==> src/rtl/tw_pkg.sv <==
package tw_pkg;

    localparam int FRAME_W = 9;

    typedef enum logic [2:0] {
        ST_IDLE,
        ST_GAP,
        ST_LOW,
        ST_HIGH,
        ST_WAIT
    } tw_state_e;

endpackage

==> src/rtl/tw_timer.sv <==
module tw_timer #(
    parameter int CW       = 4,
    parameter int MAX_LOAD = 7
) (
    input  logic          clk,
    input  logic          rst_n,
    input  logic          load,
    input  logic [CW-1:0] load_val,
    output logic          expired
);

    logic [CW-1:0] cnt_q;

    always_ff @(posedge clk or negedge rst_n) begin
        if (!rst_n) begin
            cnt_q <= '0;
        end else if (load) begin
            cnt_q <= load_val;
        end else if (cnt_q != '0) begin
            cnt_q <= cnt_q - 1'b1;
        end
    end

    assign expired = (cnt_q == '0);


    timer_range_chk: assert property (@(posedge clk) disable iff (!rst_n)
        cnt_q <= CW'(MAX_LOAD));

endmodule

==> src/rtl/tw_shift.sv <==
module tw_shift #(
    parameter int W = 9
) (
    input  logic         clk,
    input  logic         rst_n,
    input  logic         load,
    input  logic [W-1:0] din,
    input  logic         shift,
    output logic         msb,
    output logic         last_bit
);

    localparam int BW = (W > 2) ? $clog2(W) : 1;

    logic [W-1:0]  sh_q;
    logic [BW-1:0] bit_q;

    always_ff @(posedge clk or negedge rst_n) begin
        if (!rst_n) begin
            sh_q  <= '0;
            bit_q <= '0;
        end else if (load) begin
            sh_q  <= din;
            bit_q <= BW'(W - 1);
        end else if (shift) begin
            sh_q  <= {sh_q[W-2:0], 1'b0};
            bit_q <= bit_q - 1'b1;
        end
    end

    assign msb      = sh_q[W-1];
    assign last_bit = (bit_q == '0);


    bit_range_chk: assert property (@(posedge clk) disable iff (!rst_n)
        bit_q <= BW'(W - 1));


    no_shift_past_end_chk: assert property (@(posedge clk) disable iff (!rst_n)
        shift |-> !last_bit);

endmodule

==> src/rtl/tw_cfg_serializer.sv <==
module tw_cfg_serializer
    import tw_pkg::*;
#(
    parameter int HALF_CYC = 8,
    parameter int GAP_CYC  = 28
) (
    input  logic       clk,
    input  logic       rst_n,
    input  logic       req_valid,
    output logic       req_ready,
    input  logic [7:0] req_byte,
    input  logic       req_is_data,
    input  logic       req_last,
    output logic       cs_n,
    output logic       sclk,
    output logic       sdo,
    output logic       busy
);

    localparam int HALF_V = (HALF_CYC < 1) ? 1 : HALF_CYC;
    localparam int GAP_V  = (GAP_CYC  < 1) ? 1 : GAP_CYC;
    localparam int MAXD   = (HALF_V > GAP_V) ? HALF_V : GAP_V;
    localparam int CW     = (MAXD > 1) ? $clog2(MAXD) : 1;
    localparam logic [CW-1:0] HALF_LD = CW'(HALF_V - 1);
    localparam logic [CW-1:0] GAP_LD  = CW'(GAP_V - 1);

    tw_state_e     state_q, state_d;
    logic          last_q;
    logic          accept;
    logic          t_load;
    logic [CW-1:0] t_val;
    logic          t_expired;
    logic          s_shift;
    logic          s_msb;
    logic          s_last_bit;

    assign accept = req_valid && req_ready;

    tw_timer #(
        .CW       (CW),
        .MAX_LOAD (MAXD - 1)
    ) i_timer (
        .clk      (clk),
        .rst_n    (rst_n),
        .load     (t_load),
        .load_val (t_val),
        .expired  (t_expired)
    );

    tw_shift #(
        .W (FRAME_W)
    ) i_shift (
        .clk      (clk),
        .rst_n    (rst_n),
        .load     (accept),
        .din      ({req_is_data, req_byte}),
        .shift    (s_shift),
        .msb      (s_msb),
        .last_bit (s_last_bit)
    );

    // state register
    always_ff @(posedge clk or negedge rst_n) begin
        if (!rst_n) begin
            state_q <= ST_IDLE;
            last_q  <= 1'b0;
        end else begin
            state_q <= state_d;
            if (accept) begin
                last_q <= req_last;
            end
        end
    end

    // next state and sequencing controls
    always_comb begin
        state_d = state_q;
        t_load  = 1'b0;
        t_val   = HALF_LD;
        s_shift = 1'b0;
        unique case (state_q)
            ST_IDLE, ST_WAIT: begin
                if (req_valid) begin
                    state_d = ST_GAP;
                    t_load  = 1'b1;
                    t_val   = GAP_LD;
                end
            end
            ST_GAP: begin
                if (t_expired) begin
                    state_d = ST_LOW;
                    t_load  = 1'b1;
                end
            end
            ST_LOW: begin
                if (t_expired) begin
                    state_d = ST_HIGH;
                    t_load  = 1'b1;
                end
            end
            ST_HIGH: begin
                if (t_expired) begin
                    if (s_last_bit) begin
                        state_d = last_q ? ST_IDLE : ST_WAIT;
                    end else begin
                        state_d = ST_LOW;
                        t_load  = 1'b1;
                        s_shift = 1'b1;
                    end
                end
            end
            default: state_d = ST_IDLE;
        endcase
    end

    // outputs
    always_comb begin
        req_ready = 1'b0;
        cs_n      = 1'b0;
        sclk      = 1'b0;
        sdo       = 1'b0;
        unique case (state_q)
            ST_IDLE: begin
                req_ready = 1'b1;
                cs_n      = 1'b1;
            end
            ST_WAIT: req_ready = 1'b1;
            ST_GAP:  ;
            ST_LOW:  sdo = s_msb;
            ST_HIGH: begin
                sclk = 1'b1;
                sdo  = s_msb;
            end
            default: cs_n = 1'b1;
        endcase
    end

    assign busy = (state_q != ST_IDLE);


    no_clock_when_released_chk: assert property (@(posedge clk) disable iff (!rst_n)
        cs_n |-> !sclk);


    release_after_bit_chk: assert property (@(posedge clk) disable iff (!rst_n)
        $rose(cs_n) |-> $past(sclk));


    data_hold_high_chk: assert property (@(posedge clk) disable iff (!rst_n)
        (sclk && $past(sclk)) |-> $stable(sdo));


    data_moves_low_chk: assert property (@(posedge clk) disable iff (!rst_n)
        !$stable(sdo) |-> !sclk);


    no_ready_in_bit_chk: assert property (@(posedge clk) disable iff (!rst_n)
        sclk |-> !req_ready);

endmodule

==> config.mk <==
export PLATFORM = sky130hd
export DESIGN_NAME = tw_cfg_serializer
export DESIGN_NICKNAME = d
export VERILOG_FILES = /design/src/rtl/tw_pkg.sv /design/src/rtl/tw_timer.sv /design/src/rtl/tw_shift.sv /design/src/rtl/tw_cfg_serializer.sv
export SDC_FILE = /design/constraint.sdc
export NUM_CORES = 1
export LEC_CHECK = 0
export BUFFER_PORTS_ARGS = -buffer_cell sky130_fd_sc_hd__buf_2
export CAP_MARGIN = 20
export CELL_PAD_IN_SITES_DETAIL_PLACEMENT = 0
export CELL_PAD_IN_SITES_GLOBAL_PLACEMENT = 1
export CORE_UTILIZATION = 35
export DETAILED_ROUTE_END_ITERATION = 7
export PLACE_DENSITY_LB_ADDON = 0.2
export SLEW_MARGIN = 30
export SYNTH_ARGS = -nofsm -noshare
export SYNTH_HDL_FRONTEND = slang
export SYNTH_SLANG_ARGS = --single-unit
==> constraint.sdc <==
create_clock -name clk -period 2.5 [get_ports clk]
set_input_delay 0.5 -clock clk [delete_from_list [all_inputs] [get_ports clk]]
set_output_delay 0.5 -clock clk [all_outputs]
set_load 0.02 [all_outputs]
==> metrics.cfg, run 1 <==
[status]
status = complete, no violations

[floorplanning]
fp.dieH_um = 59.5
core-area_mm2 = 0.00310
die_w_um = 59.5
num_rows = 20
die_area_mm2 = 0.00354
ios = 18
initial_core_util_pct = 37.3

[sta]
timing.final.ws_setup_ns = 0.423
hold_viol = 0
slew_headroom_pct = 65.2
setup_tns_ns = 0
clock_skew_ns = 0.0129
drv_slew = 0
rsz0062_at_grt = false
period_share_pct = 83.1
clock.fmax_mhz = 481
finalSetupViolations = 0
period_needed_ns = 2.08
worst_pin_slew_ns = 0.521

[worst_hold_path]
worstHoldPathType = input pin to async pin

[global_routing]
antenna_found_initial = 0
grt_pass1_wl_um = 3990
grt_overflow = 0
grtUsageTotal_pct = 15.3
grt_pass1_vias = 833
grt_max_degree = 23

[critical_path]
cpPeakStageDelay_ns = 0.60
setup.worst_path.class = flip-flop to flip-flop
required_ns = 2.74
cp-end-kind = flip-flop
reg2reg_slack_ns = 0.42
start_kind = flip-flop
path_max_fanout = 11
arrival_ns = 2.32
rr_endpoint = i_shift.bit_q[1]$_DFFE_PN0P_
slowest_stage = or4b_1
cp_num_buf_inv = 1
r2r-start = i_timer.cnt_q[0]$_DFFE_PN0P_
rr_worst_depth = 5
crit_chain = inv_1 > ha_1 > or4b_1 > nor3_4 > mux2i_1
crit_family = simple AND/OR/NAND/NOR gates

[cts]
cts_tree = built
htree_levels = 1
clk_pin_slew_ns = 0.14
postCtsHoldBufs = 0
cts_buffer_depth = 2
postCtsSetupBuffers = 0
cts_root_buffer = clkbuf_4
clk-insertion-delay-late_ns = 0.31
cts_buffers = 3
cts_resized = 0
clock-sinks = 22

[final_layout]
n_antenna_cell = 0
final_common_cell = dfrtp_1
final_cell_mix = dfrtp_1 (22), buf_2 (17), and2_1 (11), nand2_1 (10), a221o_2 (8)
area_delta_synth_final_pct = 15.8
nets = 142
fillerInstances = 334
seqCellArea_um2 = 551
multi_input_area_um2 = 563
drive_above_1_share_pct = 29.6

[synth]
yosys.cell_types.count = 31
postSynthAreaPerCell_um2 = 10.9
yosysTopAreaCell = dfrtp_1
synth-seq-cells = 22
synth_nets = 122
synth_area_leaders = dfrtp_1 (48%), a221o_2 (7.8%), and2_1 (5.9%)
syn_inst = 106
yosys_warnings = 0
yosysSeqAreaShare_pct = 47.6
synth_top_area_share_pct = 47.6
syn_area_mm2 = 0.00116

[drt]
initialDrtViolationCount = 45
drc = 0
postRouteAntennaNets = 0
vias = 856
viasPerCell = 5.07
wirelength_um = 2290
drt_first_pass_iters = 4
wl_per_cell_um = 13.6

[placement]
dp_slack_ns = 0.426
place_hpwl_um = 1590
port_buffers = 17
gp_congestion = 0.723

[power]
ir_drop_mv = 0.688
power_density_mw_per_mm2 = 1170
power_leakage_nw = 0.617
p_total_mw = 1.57

[run]
max-cap-violations = 0

## layout make-up
cell class | instances | area share (%)
clock inverters | 1 | 2.24
inverters | 5 | 1.40
flip-flops and latches | 22 | 41.1
well taps | 44 | 4.11
clock buffers | 3 | 1.68
repair buffers | 19 | 7.47
multi-input cells | 75 | 42.0
## metrics by stage
| step | cell area (um^2) | util [%] | hold WS [ns] | cells |
|---|---|---|---|---|
| finish | 1340 | 43.2 | 0.126 | 169 |
| floorplan | 1160 | - | 0.204 | 106 |
| CTS | 1340 | 43.2 | 0.142 | 169 |
| global route | 1340 | 43.2 | 0.141 | 169 |
| global placement | 1290 | 41.5 | 0.477 | 165 |
| detailed placement | 1290 | 41.5 | 0.471 | 165 |
## cells by family after synthesis
kind of cell	synth area share [%]
fa+ha+maj	3.24
buf+inv	3.78
xor+xnor	1.51
compound gates	15.1
flops	47.6
mux	4.43
simple gates	24.3
## synth_stat cells
| cell | number |
|---|---|
| nand2b_1 | 1 |
| a221o_2 | 8 |
| ha_1 | 3 |
| nand4_1 | 2 |
| a211o_1 | 1 |
| mux2i_1 | 4 |
| or3b_2 | 2 |
| xnor2_1 | 2 |
| nand2_1 | 10 |
| nor4b_4 | 1 |
| nand3b_1 | 2 |
| nor3b_1 | 2 |
| buf_6 | 1 |
| nor2b_1 | 2 |
| nor2_1 | 4 |
| dfrtp_1 | 22 |
| a211oi_1 | 1 |
| a22oi_1 | 2 |
| and2_1 | 11 |
| buf_2 | 2 |
| o21ai_0 | 5 |
| nor3_1 | 5 |
| nor3_4 | 1 |
| or4b_1 | 1 |
| a31oi_2 | 1 |
| a21o_1 | 1 |
| mux2_2 | 1 |
| or3_1 | 1 |
| inv_1 | 5 |
| o41ai_1 | 1 |
| clkbuf_1 | 1 |
## how the worst max path moves through the flow
stage                                 startpoint                           end  slack, ns  cells after the start
finish              i_timer.cnt_q[0]$_DFFE_PN0P_  i_shift.bit_q[1]$_DFFE_PN0P_       0.42                      5
global placement    i_timer.cnt_q[0]$_DFFE_PN0P_   i_shift.sh_q[2]$_DFFE_PN0P_       0.49                      5
detailed placement  i_timer.cnt_q[0]$_DFFE_PN0P_  i_shift.bit_q[1]$_DFFE_PN0P_       0.43                      5
CTS                 i_timer.cnt_q[0]$_DFFE_PN0P_   i_shift.sh_q[0]$_DFFE_PN0P_       0.39                      5
floorplan           i_timer.cnt_q[0]$_DFFE_PN0P_  i_shift.bit_q[1]$_DFFE_PN0P_       0.72                      7
global route        i_timer.cnt_q[0]$_DFFE_PN0P_   i_shift.sh_q[0]$_DFFE_PN0P_       0.14                      5
## power breakdown
| part | internal, mW | total (mW) | switching (mW) |
|---|---|---|---|
| logic | 0.309 | 0.618 | 0.308 |
| registers | 0.520 | 0.680 | 0.160 |
| clock network | 0.162 | 0.277 | 0.114 |
| total | 0.992 | 1.57 | 0.583 |
## state kept, by name, summed over array words and instances (netlist names)
signal	cells
i_shift.sh_q	9
i_timer.cnt_q	5
i_shift.bit_q	4
state_q	3
last_q	1
## per-layer routing
metal	global-route usage, %	up-vias	wire (um)
met5	0	-	0
met4	2.99	0	17
met3	3.93	2	50
met2	23.1	8	1060
met1	22.1	424	1170
li1	-	422	-
Power figures use the tool's default switching activity.
==> inputs of run 2 (changes only) <==
--- a/config.mk
+++ b/config.mk
@@ -5,6 +5,7 @@
 export SDC_FILE = /design/constraint.sdc
 export NUM_CORES = 1
 export LEC_CHECK = 0
+export ABC_AREA = 1
 export BUFFER_PORTS_ARGS = -buffer_cell sky130_fd_sc_hd__buf_2
 export CAP_MARGIN = 20
 export CELL_PAD_IN_SITES_DETAIL_PLACEMENT = 0
==> constraint.sdc (replaced) <==
create_clock -name clk -period 2 [get_ports clk]
set_input_delay 0.4 -clock clk [delete_from_list [all_inputs] [get_ports clk]]
set_output_delay 0.4 -clock clk [all_outputs]
set_load 0.02 [all_outputs]
==> metrics.cfg, run 2 <==
[status]
status = complete, no violations

[critical_path]
startpoint = state_q[1]$_DFFE_PN0P_
start_kind = flip-flop
required_ns = 1.60  ; -1.14 ns
reg2reg_slack_ns = 0.44  ; +0.02 ns
path_max_fanout = 6  ; -5
setup.worst_path.class = flip-flop to output port
rr_worst_depth = 7  ; +2
arrival_ns = 1.41  ; -0.91 ns
r2r-start = i_timer.cnt_q[0]$_DFFE_PN0P_
cp-end-kind = output port
rr_endpoint = i_shift.sh_q[3]$_DFFE_PN0P_

[sta]
finalSetupViolations = 0  ; unchanged
hold_viol = 0  ; unchanged
setup_tns_ns = 0  ; unchanged
period_needed_ns = 1.81
clock.fmax_mhz = 553
drv_slew = 0  ; unchanged
period_share_pct = 90.4
worst_pin_slew_ns = 0.534  ; +0.0136 ns
clock_skew_ns = 0.0105  ; -0.00238 ns
slew_headroom_pct = 64.4  ; -0.83 points
rsz0062_at_grt = false

[drt]
wl_per_cell_um = 11.3  ; -16%
drc = 0  ; unchanged
drt_first_pass_iters = 4  ; unchanged
vias = 1007  ; +18%
viasPerCell = 4.54  ; -10%
wirelength_um = 2520  ; +9.8%
initialDrtViolationCount = 36  ; -20%
postRouteAntennaNets = 0  ; unchanged

[cts]
cts_buffer_depth = 2  ; unchanged
postCtsSetupBuffers = 0  ; unchanged
clk_pin_slew_ns = 0.14  ; about the same
htree_levels = 1  ; unchanged
cts_buffers = 3  ; unchanged
postCtsHoldBufs = 0  ; unchanged
cts_tree = built
clock-sinks = 22  ; unchanged
cts_resized = 0  ; unchanged
clk-insertion-delay-late_ns = 0.33  ; +0.02 ns
cts_root_buffer = clkbuf_4

[synth]
synth_top_area_share_pct = 44.7  ; -2.9 points
syn_area_mm2 = 0.00123  ; +6.5%
yosys.cell_types.count = 25  ; -19%
postSynthAreaPerCell_um2 = 7.80  ; -29%
syn_inst = 158  ; +49%
synth_common_cells = nand2_1 (77), dfrtp_1 (22), inv_1 (11), nor2_1 (10), nand3_1 (6)
synth-edff-count = 0  ; unchanged
yosysSeqAreaShare_pct = 44.7  ; -2.9 points
yosysTopAreaCell = dfrtp_1
yosys_warnings = 0  ; unchanged
synth-seq-cells = 22  ; unchanged
post-synth-top-count-cell = nand2_1
synth_nets = 174  ; +43%
ys_async_sr_fraction_pct = 100  ; unchanged
synth_area_leaders = dfrtp_1 (45%), nand2_1 (23%), inv_1 (3.4%)
ys.flop_type = dfrtp_1

[floorplanning]
num_rows = 21  ; +5.0%
core-area_mm2 = 0.00336  ; +8.4%
fp.dieH_um = 61.3  ; +3.1%
die_w_um = 61.3  ; +3.1%
ios = 18  ; unchanged
die_area_mm2 = 0.00376  ; +6.3%
initial_core_util_pct = 36.6  ; -0.65 points

[final_layout]
area_delta_synth_final_pct = 13.6
fillerInstances = 361  ; +8.1%
top_register = i_shift.sh_q
drive_above_1_share_pct = 18.8  ; -11 points
final_common_cell = nand2_1
nets = 193  ; +36%
final_cell_mix = nand2_1 (77), dfrtp_1 (22), buf_2 (17), inv_1 (11), nor2_1 (10)
n_antenna_cell = 0  ; unchanged
reg_top3 = i_shift.sh_q (9), i_timer.cnt_q (5), i_shift.bit_q (4)
largest_reg_flops = 9  ; unchanged

[global_routing]
grt_max_degree = 23  ; unchanged
grt_overflow = 0  ; unchanged
grt_pass1_vias = 981  ; +18%
antenna_found_initial = 0  ; unchanged
grtUsageTotal_pct = 15.6  ; +0.28 points
grt_pass1_wl_um = 4270  ; +7.1%

[power]
seq_power_share_pct = 54.3  ; +11 points
pwr-share-clk_pct = 43.2  ; +26 points
switching_share_pct = 20.0  ; -17 points
p_comb_share_pct = 2.5  ; -37 points
p_total_mw = 0.819  ; -48%
ir_drop_mv = 0.375  ; -45%
power.switching_mw = 0.164  ; -72%
intPower_mw = 0.656  ; -34%
power_leakage_nw = 0.811  ; +32%
power_density_mw_per_mm2 = 585  ; -50%

[placement]
gp_congestion = 0.722  ; -0.15%
port_buffers = 17  ; unchanged
place_hpwl_um = 1780  ; +11%

[worst_hold_path]
worstHoldPathType = input pin to async pin

[run]
max-cap-violations = 0  ; unchanged

## run 2: cell count changes after synthesis, moves of 3 or more
cell     delta
nor2_4      +3
mux2i_1     -4
nor3_1      -4
and2_1     -11
a221o_2     -8
nor2_1      +6
nand3_1     +6
nand2_1    +67
inv_1       +6
## run 2: through the flow
stage                     utilization (%)  hold slack (ns)  setup slack (ns)  std cells  instance area (um^2)
after floorplan                         -            0.104             0.529        158                  1230
after global placement               40.1            0.405             0.463        218                  1350
after detailed placement             40.1            0.411             0.437        218                  1350
after CTS                            41.6           0.0351             0.174        222                  1400
after global routing                 41.6           0.0472            0.0450        222                  1400
final                                41.6           0.0296             0.192        222                  1400
## run 2: worst max-delay path, stage by stage, from the launching register on
cell and delay, ns:
dfrtp_1 0.48, nor2_4 0.22, nor2_1 0.08, nor2_1 0.13
buf_2 0.18
## run 2: kinds of logic (layout without fill, tap and decap cells)
group / after synthesis / in the layout / share of synthesized area [%]
AOI/OAI and AO/OA: 10 / 10 / 5.58
xor gates and xnor gates: 2 / 2 / 1.42
adders and majority gates: 3 / 3 / 3.05
buffers and inverters: 15 / 33 / 6.09
DFF: 22 / 22 / 44.7
and+or+nand+nor: 106 / 106 / 39.2
## run 2: per-layer routing
| metal | share of wire (%) | GRT usage (%) | vias to the layer above | routed length, um |
|---|---|---|---|---|
| met3 | 3.9 | 4.83 | 3 | 99 |
| met1 | 49 | 19.5 | 460 | 1220 |
| met4 | 0.44 | 3.81 | 0 | 11 |
| met2 | 47 | 26.2 | 18 | 1180 |
| li1 | - | - | 526 | - |
| met5 | 0 | 0 | - | 0 |
## run 2: worst max path at each step
stage / slack, ns / endpoint
floorplan: 0.53 / cs_n
global placement: 0.46 / i_shift.sh_q[3]$_DFFE_PN0P_
finish: 0.19 / cs_n
detailed placement: 0.44 / i_shift.sh_q[3]$_DFFE_PN0P_
CTS: 0.17 / cs_n
global route: 0.04 / cs_n
## run 2: layout make-up
cell class,instances,area (um^2),share of cell area (%)
Sequential cell,22,551,39.3
Multi-Input combinational cell,121,607,43.3
Clock inverter,1,30.0,2.14
Clock buffer,3,22.5,1.61
Tap cell,46,57.6,4.11
Inverter,12,47.5,3.40
Timing Repair Buffer,17,85.1,6.08
## run 2: power groups by stage
stage / registers (mW) / logic, mW / clock network, mW
5_1_grt: 0.445 / 0.0233 / 0.387
6_report: 0.445 / 0.0206 / 0.354
2_1_floorplan: 0.453 / 0.00000150 / 0
4_1_cts: 0.445 / 0.0214 / 0.363
3_5_place_dp: 0.453 / 0.0214 / 0
3_3_place_gp: 0.453 / 0.0208 / 0
